===== config.mk =====
export PLATFORM = sky130hd
export DESIGN_NAME = edge_bit_demod
export DESIGN_NICKNAME = d
export VERILOG_FILES = /design/src/rtl/edm_pkg.sv /design/src/rtl/edm_sync.sv /design/src/rtl/edm_edge_count.sv /design/src/rtl/edm_timer.sv /design/src/rtl/edge_bit_demod.sv
export SDC_FILE = /design/constraint.sdc
export NUM_CORES = 1
export LEC_CHECK = 0
export BUFFER_PORTS_ARGS = -buffer_cell sky130_fd_sc_hd__buf_2
export CAP_MARGIN = 20
export CORE_MARGIN = 2
export CORE_UTILIZATION = 57
export DETAILED_ROUTE_END_ITERATION = 10
export PLACE_DENSITY = 0.77
export SLEW_MARGIN = 20
export SYNTH_ARGS = -nofsm -noshare
export SYNTH_HDL_FRONTEND = slang
export SYNTH_SLANG_ARGS = --single-unit
export TNS_END_PERCENT = 100

===== constraint.sdc =====
create_clock -name clk -period 2.7 [get_ports clk]
set_input_delay 0.135 -clock clk [delete_from_list [all_inputs] [get_ports clk]]
set_output_delay 0.135 -clock clk [all_outputs]
set_load 0.02 [all_outputs]

===== src/rtl/edm_pkg.sv =====
package edm_pkg;

  typedef enum logic [1:0] {
    ST_IDLE = 2'd0,
    ST_TURN = 2'd1,
    ST_RECV = 2'd2
  } edm_state_e;

  // Requested length after the upper limit is applied.
  function automatic int clamp_len(input int req, input int max_bits);
    return (req > max_bits) ? max_bits : req;
  endfunction

  // Band decision: strictly above lo and strictly below hi.
  function automatic logic in_band(input int cnt, input int lo, input int hi);
    return (cnt > lo) && (cnt < hi);
  endfunction

endpackage


===== src/rtl/edm_sync.sv =====
module edm_sync (
  input  logic clk,
  input  logic rst_n,
  input  logic din_i,
  output logic edge_o
);
  logic meta_q, sync_q, prev_q;

  always_ff @(posedge clk or negedge rst_n) begin
    if (!rst_n) begin
      meta_q <= 1'b0;
      sync_q <= 1'b0;
      prev_q <= 1'b0;
    end else begin
      meta_q <= din_i;
      sync_q <= meta_q;
      prev_q <= sync_q;
    end
  end

  assign edge_o = sync_q ^ prev_q;
endmodule


===== src/rtl/edm_edge_count.sv =====
module edm_edge_count #(
  parameter int CNT_W = 6
) (
  input  logic             clk,
  input  logic             rst_n,
  input  logic             clear_i,
  input  logic             load_i,
  input  logic             edge_i,
  output logic [CNT_W-1:0] cnt_o
);
  localparam logic [CNT_W-1:0] SAT = {CNT_W{1'b1}};

  always_ff @(posedge clk or negedge rst_n) begin
    if (!rst_n) begin
      cnt_o <= '0;
    end else if (clear_i) begin
      cnt_o <= '0;
    end else if (load_i) begin
      cnt_o <= edge_i ? CNT_W'(1) : '0;
    end else if (edge_i && (cnt_o != SAT)) begin
      cnt_o <= cnt_o + 1'b1;
    end
  end
endmodule


===== src/rtl/edm_timer.sv =====
module edm_timer
  import edm_pkg::*;
#(
  parameter int WAIT_TICKS = 490,
  parameter int WIN_TICKS  = 150,
  parameter int IDX_W      = 5
) (
  input  logic             clk,
  input  logic             rst_n,
  input  logic             start_i,
  input  logic             tick_i,
  input  logic [IDX_W-1:0] req_i,
  output logic             turn_done_o,
  output logic             win_close_o,
  output logic             finish_o,
  output logic [IDX_W-1:0] idx_o
);
  localparam int LONGEST = (WAIT_TICKS > WIN_TICKS) ? WAIT_TICKS : WIN_TICKS;
  localparam int TW      = $clog2(LONGEST + 1);
  localparam logic [TW-1:0] TURN_LAST = TW'(WAIT_TICKS - 1);
  localparam logic [TW-1:0] WIN_LAST  = TW'(WIN_TICKS - 1);

  edm_state_e       state_q;
  logic [TW-1:0]    tcnt_q;
  logic [IDX_W-1:0] idx_q;
  logic             last_win;

  assign turn_done_o = (state_q == ST_TURN) && tick_i && (tcnt_q == TURN_LAST) && !start_i;
  assign win_close_o = (state_q == ST_RECV) && tick_i && (tcnt_q == WIN_LAST) && !start_i;
  assign last_win    = ((idx_q + 1'b1) == req_i);
  assign finish_o    = (win_close_o && last_win) || (turn_done_o && (req_i == '0));
  assign idx_o       = idx_q;

  always_ff @(posedge clk or negedge rst_n) begin
    if (!rst_n) begin
      state_q <= ST_IDLE;
      tcnt_q  <= '0;
      idx_q   <= '0;
    end else if (start_i) begin
      state_q <= ST_TURN;
      tcnt_q  <= '0;
      idx_q   <= '0;
    end else begin
      unique case (state_q)
        ST_TURN: if (tick_i) begin
          if (turn_done_o) begin
            tcnt_q  <= '0;
            state_q <= (req_i == '0) ? ST_IDLE : ST_RECV;
          end else begin
            tcnt_q <= tcnt_q + 1'b1;
          end
        end
        ST_RECV: if (tick_i) begin
          if (win_close_o) begin
            tcnt_q <= '0;
            if (last_win) state_q <= ST_IDLE;
            else          idx_q   <= idx_q + 1'b1;
          end else begin
            tcnt_q <= tcnt_q + 1'b1;
          end
        end
        default: begin
          tcnt_q <= '0;
        end
      endcase
    end
  end
endmodule


===== src/rtl/edge_bit_demod.sv =====
module edge_bit_demod
  import edm_pkg::*;
#(
  parameter int MAX_BITS   = 16,
  parameter int REQ_W      = 5,
  parameter int WAIT_TICKS = 490,
  parameter int WIN_TICKS  = 150,
  parameter int BAND_LO    = 20,
  parameter int BAND_HI    = 60,
  parameter int CNT_W      = 6,
  localparam int IDX_W     = $clog2(MAX_BITS + 1),
  localparam int POS_W     = $clog2(MAX_BITS)
) (
  input  logic                clk,
  input  logic                rst_n,
  input  logic                start_i,
  input  logic [REQ_W-1:0]    nbits_i,
  input  logic                tick_i,
  input  logic                din_i,
  output logic [MAX_BITS-1:0] data_o,
  output logic [IDX_W-1:0]    count_o,
  output logic                valid_o
);
  // Named internal events (observed by the bound checker).
  logic                edge_pulse;
  logic                turn_done;
  logic                win_close;
  logic                finish;
  logic                cnt_load;
  logic                bit_val;
  logic [CNT_W-1:0]    edge_cnt;
  logic [IDX_W-1:0]    idx;
  logic [IDX_W-1:0]    req_q;
  logic [MAX_BITS-1:0] acc_q;
  logic [MAX_BITS-1:0] acc_next;

  edm_sync u_sync (
    .clk    (clk),
    .rst_n  (rst_n),
    .din_i  (din_i),
    .edge_o (edge_pulse)
  );

  edm_timer #(
    .WAIT_TICKS (WAIT_TICKS),
    .WIN_TICKS  (WIN_TICKS),
    .IDX_W      (IDX_W)
  ) u_timer (
    .clk         (clk),
    .rst_n       (rst_n),
    .start_i     (start_i),
    .tick_i      (tick_i),
    .req_i       (req_q),
    .turn_done_o (turn_done),
    .win_close_o (win_close),
    .finish_o    (finish),
    .idx_o       (idx)
  );

  assign cnt_load = turn_done | win_close;

  edm_edge_count #(
    .CNT_W (CNT_W)
  ) u_count (
    .clk     (clk),
    .rst_n   (rst_n),
    .clear_i (start_i),
    .load_i  (cnt_load),
    .edge_i  (edge_pulse),
    .cnt_o   (edge_cnt)
  );

  assign bit_val = in_band(int'(edge_cnt), BAND_LO, BAND_HI);

  always_comb begin
    acc_next = acc_q;
    if (win_close) acc_next[idx[POS_W-1:0]] = bit_val;
  end

  always_ff @(posedge clk or negedge rst_n) begin
    if (!rst_n) begin
      req_q   <= '0;
      acc_q   <= '0;
      data_o  <= '0;
      count_o <= '0;
      valid_o <= 1'b0;
    end else if (start_i) begin
      req_q   <= IDX_W'(clamp_len(int'(nbits_i), MAX_BITS));
      acc_q   <= '0;
      data_o  <= '0;
      count_o <= '0;
      valid_o <= 1'b0;
    end else begin
      acc_q   <= acc_next;
      valid_o <= finish;
      if (finish) begin
        data_o  <= acc_next;
        count_o <= req_q;
      end
    end
  end
endmodule


=== Word-level counts from Yosys, hierarchy flattened ===
Index checks and enable logic that the tools add are counted.

* Register bits: 68
* Input port bits: 10
* Output and inout port bits: 22
* Logic and storage cells: 91

* $add $sub $neg: 3
* Order comparisons: 5
* Eq/ne operators: 12
* Mux-type cells: 34
* Bitwise operators: 2
* Reduce and logical (&&, ||, !) cells: 23

{| class="wikitable"
|+ Operators with widths
! cell !! count
|-
| $mux W16 || 4
|-
| $mux W9 || 5
|-
| $mux W5 || 8
|-
| $mux W6 || 3
|-
| $pmux W9 S2 || 1
|-
| $bwmux W16 || 1
|-
| $mux W2 || 7
|-
| $logic_and A1 B1 Y1 || 11
|-
| $add A9 B1 Y9 const B || 1
|-
| $eq A9 B8 Y1 const B || 1
|-
| $eq A9 B9 Y1 const B || 1
|-
| $ne A3 B3 Y1 const B || 3
|-
| $reduce_bool A2 Y1 || 4
|-
| $add A6 B1 Y6 const B || 1
|-
| $gt A6 B5 Y1 const B || 1
|-
| $lt A6 B6 Y1 const B || 1
|-
| $ne A3 B2 Y1 const B || 2
|-
| $ne A6 B6 Y1 const B || 1
|-
| $reduce_and A6 Y1 || 1
|-
| $reduce_bool A3 Y1 || 2
|-
| $add A5 B1 Y5 const B || 1
|-
| $eq A5 B5 Y1 || 1
|-
| $gt A5 B5 Y1 const B || 1
|-
| $logic_not A5 Y1 || 1
|-
| 14 further kinds || 16
|}

=== Logic depth before layout (Yosys ltp) ===
Gate-level depths: netlist of the first run.

* Word-level depth: 8
* Depth in mapped cells: 9
* Mapped depth without buffers: 7

=== By module ===
A second synthesis of the first run with hierarchy kept.

* Cells, all modules: 336
* Area, all modules: 3458.3 um2

{| class="wikitable"
|+ Modules (own cells, without submodules)
! module !! instances !! cells each !! area each (um2) !! seq. area each (um2)
|-
| edge_bit_demod || 1 || 170 || 1910.6 || 1076.0
|-
| edm_timer || 1 || 123 || 1099.8 || 400.4
|-
| edm_edge_count || 1 || 39 || 364.1 || 150.1
|-
| edm_sync || 1 || 4 || 83.8 || 75.1
|}

=== Worst setup path before layout of the first run ===
OpenSTA, ideal clock, no wires.

* Path kind: register to register
* From: register u_timer.idx_q[0], in the netlist u_timer.idx_o[0]
* To: register data_o[12]
* Library setup time: 125 ps
* Arrival: 2237 ps
* Data required time: 2575 ps
* Setup slack: 338 ps
* Stages on the path, launching flop included: 9
* Path buffers: 2
* Clock period less this slack: 2362 ps
* Cell sequence: dfrtp_1 ha_1 buf_4 and3_1 xnor2_1 nand4_1 o41ai_2 buf_6 mux2_2

* Word-level cells in the longest chain between the ends: 8
* Elaborated cells between the ends (all ways): 14
* Those cells by class: 1 x add/sub; 2 x order compare; 1 x eq/ne; 6 x mux; 4 x reduce/logical

{| class="wikitable"
|+ Ends and longest elaborated chain
! what !! RTL line !! source
|-
| start: declaration || edm_timer.sv:25 || <nowiki>logic [IDX_W-1:0] idx_q;</nowiki>
|-
| start signal: assignment || edm_timer.sv:57 || <nowiki>else idx_q <= idx_q + 1'b1;</nowiki>
|-
| $lt A4 B5 Y1 (implied by the code) / $ge A4 B1 Y1 (equally long branches) || edge_bit_demod.sv:77 || <nowiki>if (win_close) acc_next[idx[POS_W-1:0]] = bit_val;</nowiki>
|-
| $logic_and A1 B1 Y1 (implied by the code) || edge_bit_demod.sv:77 ||
|-
| $mux W1 (implied by the code) || edge_bit_demod.sv:77 ||
|-
| $demux W1 S4 || edge_bit_demod.sv:77 ||
|-
| $bwmux W16 || edge_bit_demod.sv:77 ||
|-
| $mux W16 || edge_bit_demod.sv:77 ||
|-
| $mux W16 || edge_bit_demod.sv:96 || <nowiki>if (finish) begin</nowiki>
|-
| $mux W16 || edge_bit_demod.sv:87 || <nowiki>end else if (start_i) begin</nowiki>
|-
| end signal: assignment || edge_bit_demod.sv:97 || <nowiki>data_o <= acc_next;</nowiki>
|-
| end: declaration || edge_bit_demod.sv:20 || <nowiki>output logic [MAX_BITS-1:0] data_o,</nowiki>
|}

Several ways; a longest one is shown, not always the timed one. The select of a mux whose other input is x is not followed.
A chain may end at the register's enable or synchronous reset.

=== Final worst setup path of the first run ===
* From: register u_timer.tcnt_q[5]
* To: register count_o[4]

* Word-level cells in the longest chain between the ends: 6
* Elaborated cells between the ends (all ways): 10
* Those cells by class: 2 x eq/ne; 8 x reduce/logical

{| class="wikitable"
|+ Ends and longest elaborated chain
! what !! RTL line !! source
|-
| start: declaration || edm_timer.sv:24 || <nowiki>logic [TW-1:0] tcnt_q;</nowiki>
|-
| start signal: assignment || edm_timer.sv:50 || <nowiki>tcnt_q <= tcnt_q + 1'b1;</nowiki>
|-
| start signal: assignment || edm_timer.sv:59 || <nowiki>tcnt_q <= tcnt_q + 1'b1;</nowiki>
|-
| $eq A9 B8 Y1 / $eq A9 B9 Y1 (equally long branches) || edm_timer.sv:29, edm_timer.sv:28 ||
|-
| $logic_and A1 B1 Y1, on equally long branches (2 in a row) || edm_timer.sv:29, edm_timer.sv:28 ||
|-
| $logic_and A1 B1 Y1 || edm_timer.sv:31 || <nowiki>assign finish_o = (win_close_o && last_win) || (turn_done_o && (req_i == '0));</nowiki>
|-
| $logic_or A1 B1 Y1 (*) || edm_timer.sv:31 ||
|-
| $reduce_bool A2 Y1 (no source line) (*) || -- ||
|-
| end signal: assignment || edge_bit_demod.sv:98 || <nowiki>count_o <= req_q;</nowiki>
|-
| end: declaration || edge_bit_demod.sv:21 || <nowiki>output logic [IDX_W-1:0] count_o,</nowiki>
|}

Mark *: on every way between the ends. The rest lies on a longest branch, timed or not.

==> results of run 1 <==
[kinds of logic after synthesis]
kind of cell               synth area share
AOI/OAI and AO/OA                     0.128
xor gates and xnor gates             0.0457
muxes                                0.0779
adders and majority gates            0.0339
DFF                                   0.461
buffers and inverters                0.0549
and+or+nand+nor                       0.199
[state kept, by name (all words and copies together), names as in the netlist]
signal,cells
data_o,16
u_sync.meta_q,1
u_timer.tcnt_q,9
u_timer.state_q,2
u_sync.prev_q,1
u_sync.sync_q,1
u_timer.idx_o,5
req_q,5
valid_o,1
u_count.cnt_o,6
count_o,5
acc_q,16
[placed cells by master (no fill, tap or decap), drive strengths merged, types with 2 or more instances in the layout]
cell / netlist / layout
a311oi: 3 / 3
nand2: 21 / 21
nor2b: 22 / 22
nand4: 4 / 4
nand3b: 3 / 3
clkinv: 0 / 2
o22ai: 4 / 4
o2bb2ai: 2 / 2
a22o: 4 / 4
a31oi: 15 / 15
bufinv: 0 / 3
a21oi: 8 / 8
ha: 10 / 10
o41ai: 3 / 3
nor4: 3 / 3
nor3: 4 / 4
inv: 20 / 20
clkbuf: 11 / 10
nand3: 11 / 11
and3: 5 / 5
or4: 3 / 3
a31o: 13 / 13
and2: 4 / 4
xnor2: 7 / 7
mux2i: 10 / 10
xor2: 7 / 7
dfrtp: 68 / 68
nand2b: 21 / 21
buf: 10 / 42
dlygate4sd3: 0 / 2
o21ai: 5 / 5
nor2: 18 / 18
mux2: 16 / 16
[through the flow]
| stage | std cells | power, mW | setup slack, ns | util |
|---|---|---|---|---|
| final | 466 | 2.21 | 0.217 | 0.665 |
| after global routing | 466 | 2.30 | 0.0974 | 0.665 |
| after CTS | 466 | 2.23 | 0.221 | 0.664 |
| after detailed placement | 448 | 1.20 | 0.230 | 0.621 |
| after global placement | 448 | 1.20 | 0.261 | 0.621 |
| after floorplan | 350 | 1.15 | 0.338 | - |
[routing by layer]
metal	track usage	share of wire
met3	0.0482	0.051
met2	0.310	0.43
met1	0.316	0.50
met4	0.0736	0.014
met5	0	0
[power by group]
group | switching [mW] | internal [mW] | leakage, nW | total, mW
registers | 0.0182 | 1.03 | 0.929 | 1.05
logic | 0.0813 | 0.0480 | 0.956 | 0.129
clock network | 0.393 | 0.639 | 0.122 | 1.03
[area by class of cell]
type / count / area [um2] / area share
clock inverter: 6 / 111 / 0.0265
clock buffer: 10 / 138 / 0.0328
multi-input combinational: 241 / 1800 / 0.430
inverter: 20 / 75.1 / 0.0179
sequential: 68 / 1700 / 0.405
tap: 77 / 96.3 / 0.0230
timing repair buffer: 44 / 270 / 0.0644
[worst paths after layout]
| kind | start | to | slack [ns] | depth (start not counted) |
|---|---|---|---|---|
| setup / recovery | u_timer.tcnt_q[5] | count_o[4] | 0.22 | 6 |
| hold / removal | nbits_i[4] | req_q[2] | 0.04 | 2 |
| setup reg to reg | u_timer.tcnt_q[5] | count_o[4] | 0.22 | 6 |
| hold reg to reg | u_sync.meta_q | u_sync.sync_q | 0.36 | 0 |
| max in group asynchronous | rst_n | acc_q[9] | 1.74 | 3 |
| min in group asynchronous | rst_n | u_count.cnt_o[2] | 0.24 | 2 |
[worst max-delay path, stage by stage, from the launching register on]
cell and delay, ns:
sky130_fd_sc_hd__dfrtp_1 0.43, sky130_fd_sc_hd__or4b_1 0.68, sky130_fd_sc_hd__nor4_1 0.31, sky130_fd_sc_hd__nand4_1 0.20, sky130_fd_sc_hd__o41ai_4 0.15, sky130_fd_sc_hd__buf_12 0.24
sky130_fd_sc_hd__mux2_2 0.35
[repair_timing]
item                                    CTS  global route
endpoints found under the setup margin    0             0
endpoints found under the hold margin    15             0
hold buffers                              2             0
==> impl_metrics.yaml, run 1 <==
status:
  run_status: "complete, no violations"
clocking:
  post-cts-setup-buffers: 0
  cts.sink_count: 68
  clk_latency_ns: 0.34
  max-clock-path-buffers: 2
  htree_levels: 3
  root_buffer: "sky130_fd_sc_hd__clkbuf_8"
  post_cts_resize_count: 0
  cts_tree: "yes"
  cts-buffers-inserted: 9
  clkTransAtPathRegs_ns: 0.07
synthesis:
  synth.cell_area_um2: 3690
  warnings_synthesis: 0
  distinct_cell_type_count_after_synthesis: 56
  synth_largest_area_cell: "sky130_fd_sc_hd__dfrtp_1"
  synth_common_cells: "68 x sky130_fd_sc_hd__dfrtp_1, 22 x sky130_fd_sc_hd__nor2b_1, 21 x sky130_fd_sc_hd__nand2_1, 21 x sky130_fd_sc_hd__nand2b_1, 20 x sky130_fd_sc_hd__inv_1"
  synth_enable_flop_cells: 0
  synth.yosys.seq_area_share: 0.461
  yosysMostFrequentCell: "sky130_fd_sc_hd__dfrtp_1"
  yosys-top-cells-area: "sky130_fd_sc_hd__dfrtp_1 46%, sky130_fd_sc_hd__mux2_2 4.3%, sky130_fd_sc_hd__nor2b_1 3.7%"
  synth_flop_cell: "sky130_fd_sc_hd__dfrtp_1"
  synth.ff_latch_count: 68
  syn-instance-count: 350
  netlist.area_leader.share: 0.461
  post_synth.cell_area_avg_um2: 10.6
  postSynth.asyncResetShare: 1.00
  syn_nets: 370
critical_path:
  critical_path_sink_type: "flop"
  worst-path-max-fanout: 17
  worstSetupStartpointType: "flop"
  crit_arrival_ns: 2.70
  timing.setup.critical_path_class: "reg2reg"
  cp_data_required_time_ns: 2.92
placed_design:
  postPlaceCellArea_um2: 3920
  gp_congestion: 0.785
  post-dp-hpwl_um: 4930
  port_buffers: 31
timing:
  finalSetupViolations: 0
  min_period_ns: 2.48
  max_slew.worst_pin.slew_ns: 0.713
  post-route-period-util: 0.920
  maxSlewViolCount: 0
  finalSetupTns_ns: 0
  slew-limit-headroom: 0.524
  final.hold.worst_slack_ns: 0.0385
  rsz_0062_raised_after_global_routing: "no"
  number_of_hold_slack_violations_in_the_final_timing_report: 0
  achievable-frequency_mhz: 403
  clock_skew_ns: 0.00954
global_routing:
  largest_net_degree_at_the_start_of_global_routing: 36
  grt_antenna_before_repair: 0
  first_global_vias: 2551
  grt-ovfl-total: 0
  grtUsageTotal: 0.213
  grt_pass1_wl_um: 12200
routing:
  num_vias: 2629
  finalWirelength_um: 7000
  drc_errors: 0
  postRouteAntennaNets: 0
  drtIter0Drc: 151
  drt-wirelength-per-cell_um: 15.0
  firstDrtPassIters: 4
  vias_per_std_cell: 5.64
floorplan:
  vertical_die_dimension_um: 84.5
  io_pins: 32
  core_region_area_um2: 6310
  die_width_um: 84.5
  initial_utilization: 0.585
  fp.dieArea_um2: 7140
  placement_rows: 29
cells_and_area:
  n_fill_cell: 502
  syn2layout_area_growth_pct: 13.6
  layout-drive-gt1-share: 0.219
  design_area_um2: 4200
  nets: 404
  antenna-diode-count: 0
min_path:
  worstHoldPathType: "in2reg"
flow_run:
  maxCapViolations: 0
power:
  power_density_over_the_cells_nw_per_um2: 527
  peakVddDrop_v: 0.000417
  leakage_power_total_nw: 2.01
Power figures use the tool's default switching activity.
==> run 2, diff against run 1 <==
--- a/config.mk
+++ b/config.mk
@@ -10,7 +10,8 @@
 export CORE_MARGIN = 2
 export CORE_UTILIZATION = 57
 export DETAILED_ROUTE_END_ITERATION = 10
-export PLACE_DENSITY = 0.77
+export PLACE_DENSITY = 0.88
+export RECOVER_POWER = 50
 export SLEW_MARGIN = 20
 export SYNTH_ARGS = -nofsm -noshare
 export SYNTH_HDL_FRONTEND = slang
==> run 2 against run 1 <==
Against the previous run: the run now ends with max-capacitance violations, max-slew violations left; register-to-register slack lost 0.07 ns; worst setup slack lost 0.070 ns; cell count grew 1.5%; largest cell class unchanged.
==> impl_metrics.yaml, run 2 (synthesis results as in run 1) <==
cells_and_area:
  final_cell_count_no_fill: 473
  layout.cells.most_common_list: "68 x sky130_fd_sc_hd__dfrtp_1, 27 x sky130_fd_sc_hd__buf_2, 22 x sky130_fd_sc_hd__nor2b_1"
  nets: 411
  layout_commonest_cell: "sky130_fd_sc_hd__dfrtp_1"
  layout-drive-gt1-share: 0.225
  reg.largest.list: "acc_q: 16 flops, data_o: 16 flops, u_timer.tcnt_q: 9 flops"
  syn2layout_area_growth_pct: 13.6
  antenna-diode-count: 0
critical_path:
  path_buf_inv: 1
  crit_path_top_delay_cell: "sky130_fd_sc_hd__or4b_1"
  timing.setup.critical_path_class: "reg2reg"
  worstSetupStartpointType: "flop"
  worst-path-max-fanout: 9
  path_cells: "or4b_1 -> nor4_2 -> nand4_1 -> o41ai_4 -> buf_6 -> mux2_2"
  reg2reg_slack_ns: 0.15
  critPathMaxStageDelay_ns: 0.70
  cp_data_required_time_ns: 2.93
  crit_arrival_ns: 2.78
  critPathTopFamily: "simple AND/OR/NAND/NOR gates"
  critical_path_sink_type: "flop"
clocking:
  max-clock-path-buffers: 2
  cts_tree: "yes"
  post-cts-setup-buffers: 0
  cts-buffers-inserted: 9
  clkTransAtPathRegs_ns: 0.07
  clk_latency_ns: 0.35
  cts.sink_count: 68
  root_buffer: "sky130_fd_sc_hd__clkbuf_8"
  htree_levels: 3
global_routing:
  first_global_vias: 2750
  largest_net_degree_at_the_start_of_global_routing: 69
  grt_pass1_wl_um: 12700
  grt_antenna_before_repair: 0
  grtUsageTotal: 0.222
  grt-ovfl-total: 0
floorplan:
  die_width_um: 84.5
  core_region_area_um2: 6310
  initial_utilization: 0.585
  placement_rows: 29
  io_pins: 32
  vertical_die_dimension_um: 84.5
  fp.dieArea_um2: 7140
power:
  power_density_over_the_cells_nw_per_um2: 488
  leakage_power_total_nw: 2.01
  power_mw: 2.05
  peakVddDrop_v: 0.000294
timing:
  post-route-period-util: 0.946
  achievable-frequency_mhz: 392
  rsz_0062_raised_after_global_routing: "no"
  min_period_ns: 2.55
  slew-limit-headroom: -0.0773
  finalSetupTns_ns: 0
  clock_skew_ns: 0.0106
  maxSlewViolCount: 69
  finalSetupViolations: 0
  max_slew.worst_pin.slew_ns: 1.62
  number_of_hold_slack_violations_in_the_final_timing_report: 0
placed_design:
  port_buffers: 31
  gp_congestion: 0.852
  post-dp-hpwl_um: 5160
  placedCellCount: 455
routing:
  postRouteAntennaNets: 0
  num_vias: 2772
  firstDrtPassIters: 5
  drt-wirelength-per-cell_um: 15.9
  vias_per_std_cell: 5.86
  drtIter0Drc: 261
  finalWirelength_um: 7510
  drc_errors: 0
min_path:
  worstHoldPathType: "in2reg"
status:
  run_status: "finished, violations left"
  violations: "max-capacitance violations, max-slew violations"
flow_run:
  maxCapViolations: 1
run 2: cell types whose count changed in the layout (fill, tap and decap cells not counted), sizes merged:
| cell | change |
|---|---|
| clkinv | +1 |
| bufinv | -2 |
| clkbuf | +7 |
| buf | +2 |
| dlygate4sd3 | -1 |
run 2: metal layers:
metal,GRT usage,vias up,share of wire
met5,0,-,0
met4,0.114,0,0.022
met3,0.0433,16,0.059
met2,0.346,112,0.49
met1,0.297,1334,0.43
li1,-,1310,-
run 2: final cells by class:
cell class | instances | area (um2)
fillers | 475 | 2120
multi-input cells | 241 | 1810
flip-flops and latches | 68 | 1700
repair buffers | 51 | 300
clock buffers | 11 | 151
well taps | 77 | 96.3
inverters | 20 | 75.1
clock inverters | 5 | 60.1
run 2: worst paths after layout:
check | startpoint | end | depth (start not counted)
hold / removal | nbits_i[4] | req_q[0] | 2
setup reg to reg | u_timer.tcnt_q[5] | data_o[6] | 6
setup / recovery | u_timer.tcnt_q[5] | data_o[6] | 6
min in group asynchronous | rst_n | u_timer.tcnt_q[0] | 2
max in group asynchronous | rst_n | u_count.cnt_o[1] | 2
hold reg to reg | u_sync.meta_q | u_sync.sync_q | 0
run 2: report_power, final:
part | switching (mW) | internal (mW) | leakage [nW]
combinational | 0.0879 | 0.0491 | 0.971
sequential | 0.0154 | 1.03 | 0.929
clock | 0.384 | 0.478 | 0.106
total | 0.487 | 1.56 | 2.01
run 2: through the flow:
stage / setup slack (ns) / utilization / area (um2) / hold WS, ns
floorplan: 0.338 / - / 3690 / -0.161
global placement: 0.134 / 0.628 / 3960 / 0.245
detailed placement: 0.00804 / 0.628 / 3960 / 0.244
CTS: 0.00467 / 0.663 / 4190 / 0.00274
global route: 0.0275 / 0.664 / 4200 / 0.0423
finish: 0.146 / 0.664 / 4200 / 0.0248
run 2: worst reg2reg max path, stage by stage, from the launching register on:
cell and delay, ns:
sky130_fd_sc_hd__dfrtp_1 0.44, sky130_fd_sc_hd__or4b_1 0.70, sky130_fd_sc_hd__nor4_2 0.30, sky130_fd_sc_hd__nand4_1 0.22, sky130_fd_sc_hd__o41ai_4 0.19, sky130_fd_sc_hd__buf_6 0.25, sky130_fd_sc_hd__mux2_2 0.35
run 2: timing repair:
action / in CTS / in global routing
endpoints found under the setup margin: 0 / 9
hold buffers: 1 / 0
endpoints found under the hold margin: 1 / 0
gates resized for setup: 0 / 1
==> run 3, diff against run 2 <==
--- a/config.mk
+++ b/config.mk
@@ -5,12 +5,13 @@
 export SDC_FILE = /design/constraint.sdc
 export NUM_CORES = 1
 export LEC_CHECK = 0
+export ABC_AREA = 1
 export BUFFER_PORTS_ARGS = -buffer_cell sky130_fd_sc_hd__buf_2
 export CAP_MARGIN = 20
 export CORE_MARGIN = 2
 export CORE_UTILIZATION = 57
 export DETAILED_ROUTE_END_ITERATION = 10
-export PLACE_DENSITY = 0.88
+export PLACE_DENSITY = 0.87
 export RECOVER_POWER = 50
 export SLEW_MARGIN = 20
 export SYNTH_ARGS = -nofsm -noshare
==> run 3 against run 2 <==
Against the previous run: the run still ends with max-capacitance violations, max-slew violations left; sequential share of layout area fell by 1.3 points; synthesized cell count up 54%; die area rose by 6.3%; combinational power rose by 20%; sequential power barely moved; routed wire length grew 16%; global-route usage is 3.7 points higher; critical path type unchanged.
==> impl_metrics.yaml, run 3 <==
power:
  p_int_mw: 1.63
  power_density_over_the_cells_nw_per_um2: 503
  power.combinational.fraction: 0.076
  leakage_power_total_nw: 2.28
  p_sw_frac: 0.251
  power_mw: 2.18
  share_of_power_burned_in_the_clock_network: 0.439
  sequential_cell_fraction_of_total_power: 0.485
  peakVddDrop_v: 0.000274
  p_switching_mw: 0.547
routing:
  finalWirelength_um: 8720
  met2_wirelength_um: 4040
  drc_errors: 0
  drtIter0Drc: 327
  postRouteAntennaNets: 0
  vias_per_std_cell: 5.45
  met3WireLength_um: 395
  num_vias: 3560
  drt-wirelength-per-cell_um: 13.4
  firstDrtPassIters: 5
  dr.max_layer_used: "met4"
  wl_met1_um: 4080
clocking:
  max-clock-path-buffers: 2
  cts_tree: "yes"
  cts.sink_count: 68
  cts-buffers-inserted: 9
  clk_latency_ns: 0.35
  root_buffer: "sky130_fd_sc_hd__clkbuf_8"
  htree_levels: 3
  clkTransAtPathRegs_ns: 0.07
  post-cts-setup-buffers: 0
cells_and_area:
  layout.cells.most_common_list: "207 x sky130_fd_sc_hd__nand2_1, 68 x sky130_fd_sc_hd__dfrtp_1, 60 x sky130_fd_sc_hd__inv_1"
  antenna-diode-count: 0
  n_fill_cell: 579
  area_of_all_sequential_standard_cells_um2: 1700
  layout_commonest_cell: "sky130_fd_sc_hd__nand2_1"
  multi_input_area_um2: 1870
  layout.core_utilization: 0.641
  syn2layout_area_growth_pct: 9.95
  final_cell_count_no_fill: 653
  layout-drive-gt1-share: 0.126
  nets: 588
  reg.largest.list: "acc_q: 16 flops, data_o: 16 flops, u_timer.tcnt_q: 9 flops"
timing:
  rsz_0062_raised_after_global_routing: "no"
  number_of_hold_slack_violations_in_the_final_timing_report: 0
  clock_skew_ns: 0.00984
  finalSetupViolations: 0
  post-route-period-util: 0.781
  maxSlewViolCount: 69
  finalSetupTns_ns: 0
  achievable-frequency_mhz: 474
  min_period_ns: 2.11
  slew-limit-headroom: -0.0944
  max_slew.worst_pin.slew_ns: 1.64
critical_path:
  path_buf_inv: 3
  critical_path_sink_type: "flop"
  crit_top_cell: "sky130_fd_sc_hd__nand2_1"
  critPathTopFamily: "simple AND/OR/NAND/NOR gates"
  worst-path-max-fanout: 17
  path_cells: "inv_2 -> ha_1 -> inv_1 -> nand2_1 -> nand2_1 -> nor2_1 -> nand2_1 -> nor2_2 -> nand3_2 -> buf_4 -> nand4_1 -> nand2_1"
  worstSetupStartpointType: "flop"
  timing.setup.critical_path_class: "reg2reg"
  crit_arrival_ns: 2.34
  cp_data_required_time_ns: 2.93
  critPathMaxStageDelay_ns: 0.50
  crit_path_top_delay_cell: "sky130_fd_sc_hd__dfrtp_1"
min_path:
  worstHoldPathType: "in2reg"
global_routing:
  grt_antenna_before_repair: 0
  largest_net_degree_at_the_start_of_global_routing: 69
  grtUsageTotal: 0.259
  grt_pass1_wl_um: 15500
  grt-ovfl-total: 0
  first_global_vias: 3364
synthesis:
  yosys-top-cells-area: "sky130_fd_sc_hd__dfrtp_1 43%, sky130_fd_sc_hd__nand2_1 20%, sky130_fd_sc_hd__nand4_1 6.4%"
  synth_enable_flop_cells: 0
  synth_largest_area_cell: "sky130_fd_sc_hd__dfrtp_1"
  synth.yosys.seq_area_share: 0.432
  distinct_cell_type_count_after_synthesis: 36
  share_of_synthesized_cell_area_in_and_or_nand_and_nor_gates: 0.375
  syn-instance-count: 540
  muxShareOfSynthArea: 0
  synth_flop_cell: "sky130_fd_sc_hd__dfrtp_1"
  synth.ff_latch_count: 68
  synth_compound_gate_area_share: 0.0483
  post_synth_fa_ha_maj_area_fraction: 0.0318
  postSynth.asyncResetShare: 1.00
  yosysMostFrequentCell: "sky130_fd_sc_hd__nand2_1"
  post_synth.cell_area_avg_um2: 7.29
  synth_common_cells: "207 x sky130_fd_sc_hd__nand2_1, 68 x sky130_fd_sc_hd__dfrtp_1, 59 x sky130_fd_sc_hd__inv_1, 44 x sky130_fd_sc_hd__nor2_1, 40 x sky130_fd_sc_hd__nand4_1"
  dominant_combinational_cell_family_by_area_after_synthesis: "simple AND/OR/NAND/NOR gates"
  synth.cell_area_um2: 3940
  syn_nets: 560
  warnings_synthesis: 0
  post_synth_xor_area_fraction: 0.0200
  netlist.area_leader.share: 0.432
floorplan:
  io_pins: 32
  core_region_area_um2: 6760
  fp.dieArea_um2: 7590
  initial_utilization: 0.583
  vertical_die_dimension_um: 87.1
  placement_rows: 30
  die_width_um: 87.1
placed_design:
  placedCellCount: 636
  post-dp-hpwl_um: 5960
  gp_congestion: 0.853
  port_buffers: 31
status:
  violations: "max-capacitance violations, max-slew violations"
  run_status: "finished, violations left"
flow_run:
  maxCapViolations: 1
==> run 3: per-layer routing <==
layer / track usage / vias to the layer above
li1: - / 1770
met1: 0.346 / 1676
met3: 0.0578 / 22
met4: 0.110 / 0
met2: 0.406 / 92
met5: 0 / -
==> run 3: final timing paths <==
check                            startpoint             to  slack [ns]  cells after the start
setup / recovery           u_timer.idx_o[0]     data_o[10]        0.59                     12
hold / removal                   nbits_i[3]       req_q[3]        0.01                      3
setup reg to reg           u_timer.idx_o[0]     data_o[10]        0.59                     12
hold reg to reg               u_sync.meta_q  u_sync.sync_q        0.36                      0
max in group asynchronous             rst_n      data_o[2]        1.45                      2
min in group asynchronous             rst_n      data_o[9]        0.29                      2
==> run 3: stage by stage <==
step / instance area, um2 / setup slack [ns] / hold slack [ns]
after floorplan: 3940 / 0.970 / -0.161
after global placement: 4100 / 0.676 / 0.249
after detailed placement: 4100 / 0.620 / 0.244
after CTS: 4340 / 0.597 / 0.00364
after global routing: 4330 / 0.426 / 0.0405
final: 4330 / 0.590 / 0.0132
==> run 3: worst reg2reg max path, stage by stage (launching register included) <==
cell and delay [ns]:
sky130_fd_sc_hd__dfrtp_1 0.50, sky130_fd_sc_hd__inv_2 0.10, sky130_fd_sc_hd__ha_1 0.34, sky130_fd_sc_hd__inv_1 0.05, sky130_fd_sc_hd__nand2_1 0.05, sky130_fd_sc_hd__nand2_1 0.05
sky130_fd_sc_hd__nor2_1 0.09, sky130_fd_sc_hd__nand2_1 0.07, sky130_fd_sc_hd__nor2_2 0.11, sky130_fd_sc_hd__nand3_2 0.19, sky130_fd_sc_hd__buf_4 0.26, sky130_fd_sc_hd__nand4_1 0.09
sky130_fd_sc_hd__nand2_1 0.09
==> run 3: logic make-up after synthesis <==
| logic type | after synthesis |
|---|---|
| adder cells (fa/ha/maj) | 10 |
| flip-flops | 68 |
| buffers and inverters | 84 |
| XOR/XNOR | 9 |
| AND/OR/NAND/NOR | 336 |
| AO/OA/AOI/OAI | 33 |
==> run 3: cell type report <==
type / count / area share
Clock inverter: 6 / 0.0199
Tap cell: 80 / 0.0231
Sequential cell: 68 / 0.393
Clock buffer: 10 / 0.0318
Inverter: 65 / 0.0564
Multi-Input combinational cell: 388 / 0.432
Timing Repair Buffer: 36 / 0.0434
==> run 3: power groups by stage <==
stage	logic (mW)	registers [mW]	clock network, mW
finish	0.165	1.06	0.955
global route	0.191	1.06	1.01
CTS	0.167	1.06	0.963
detailed placement	0.165	1.08	0
global placement	0.161	1.08	0
floorplan	0.107	1.07	0
==> run 3: what timing repair did <==
action	4_1_cts	5_1_grt
resized for setup	0	0
hold buffers	1	0
hold endpoints to repair	1	0
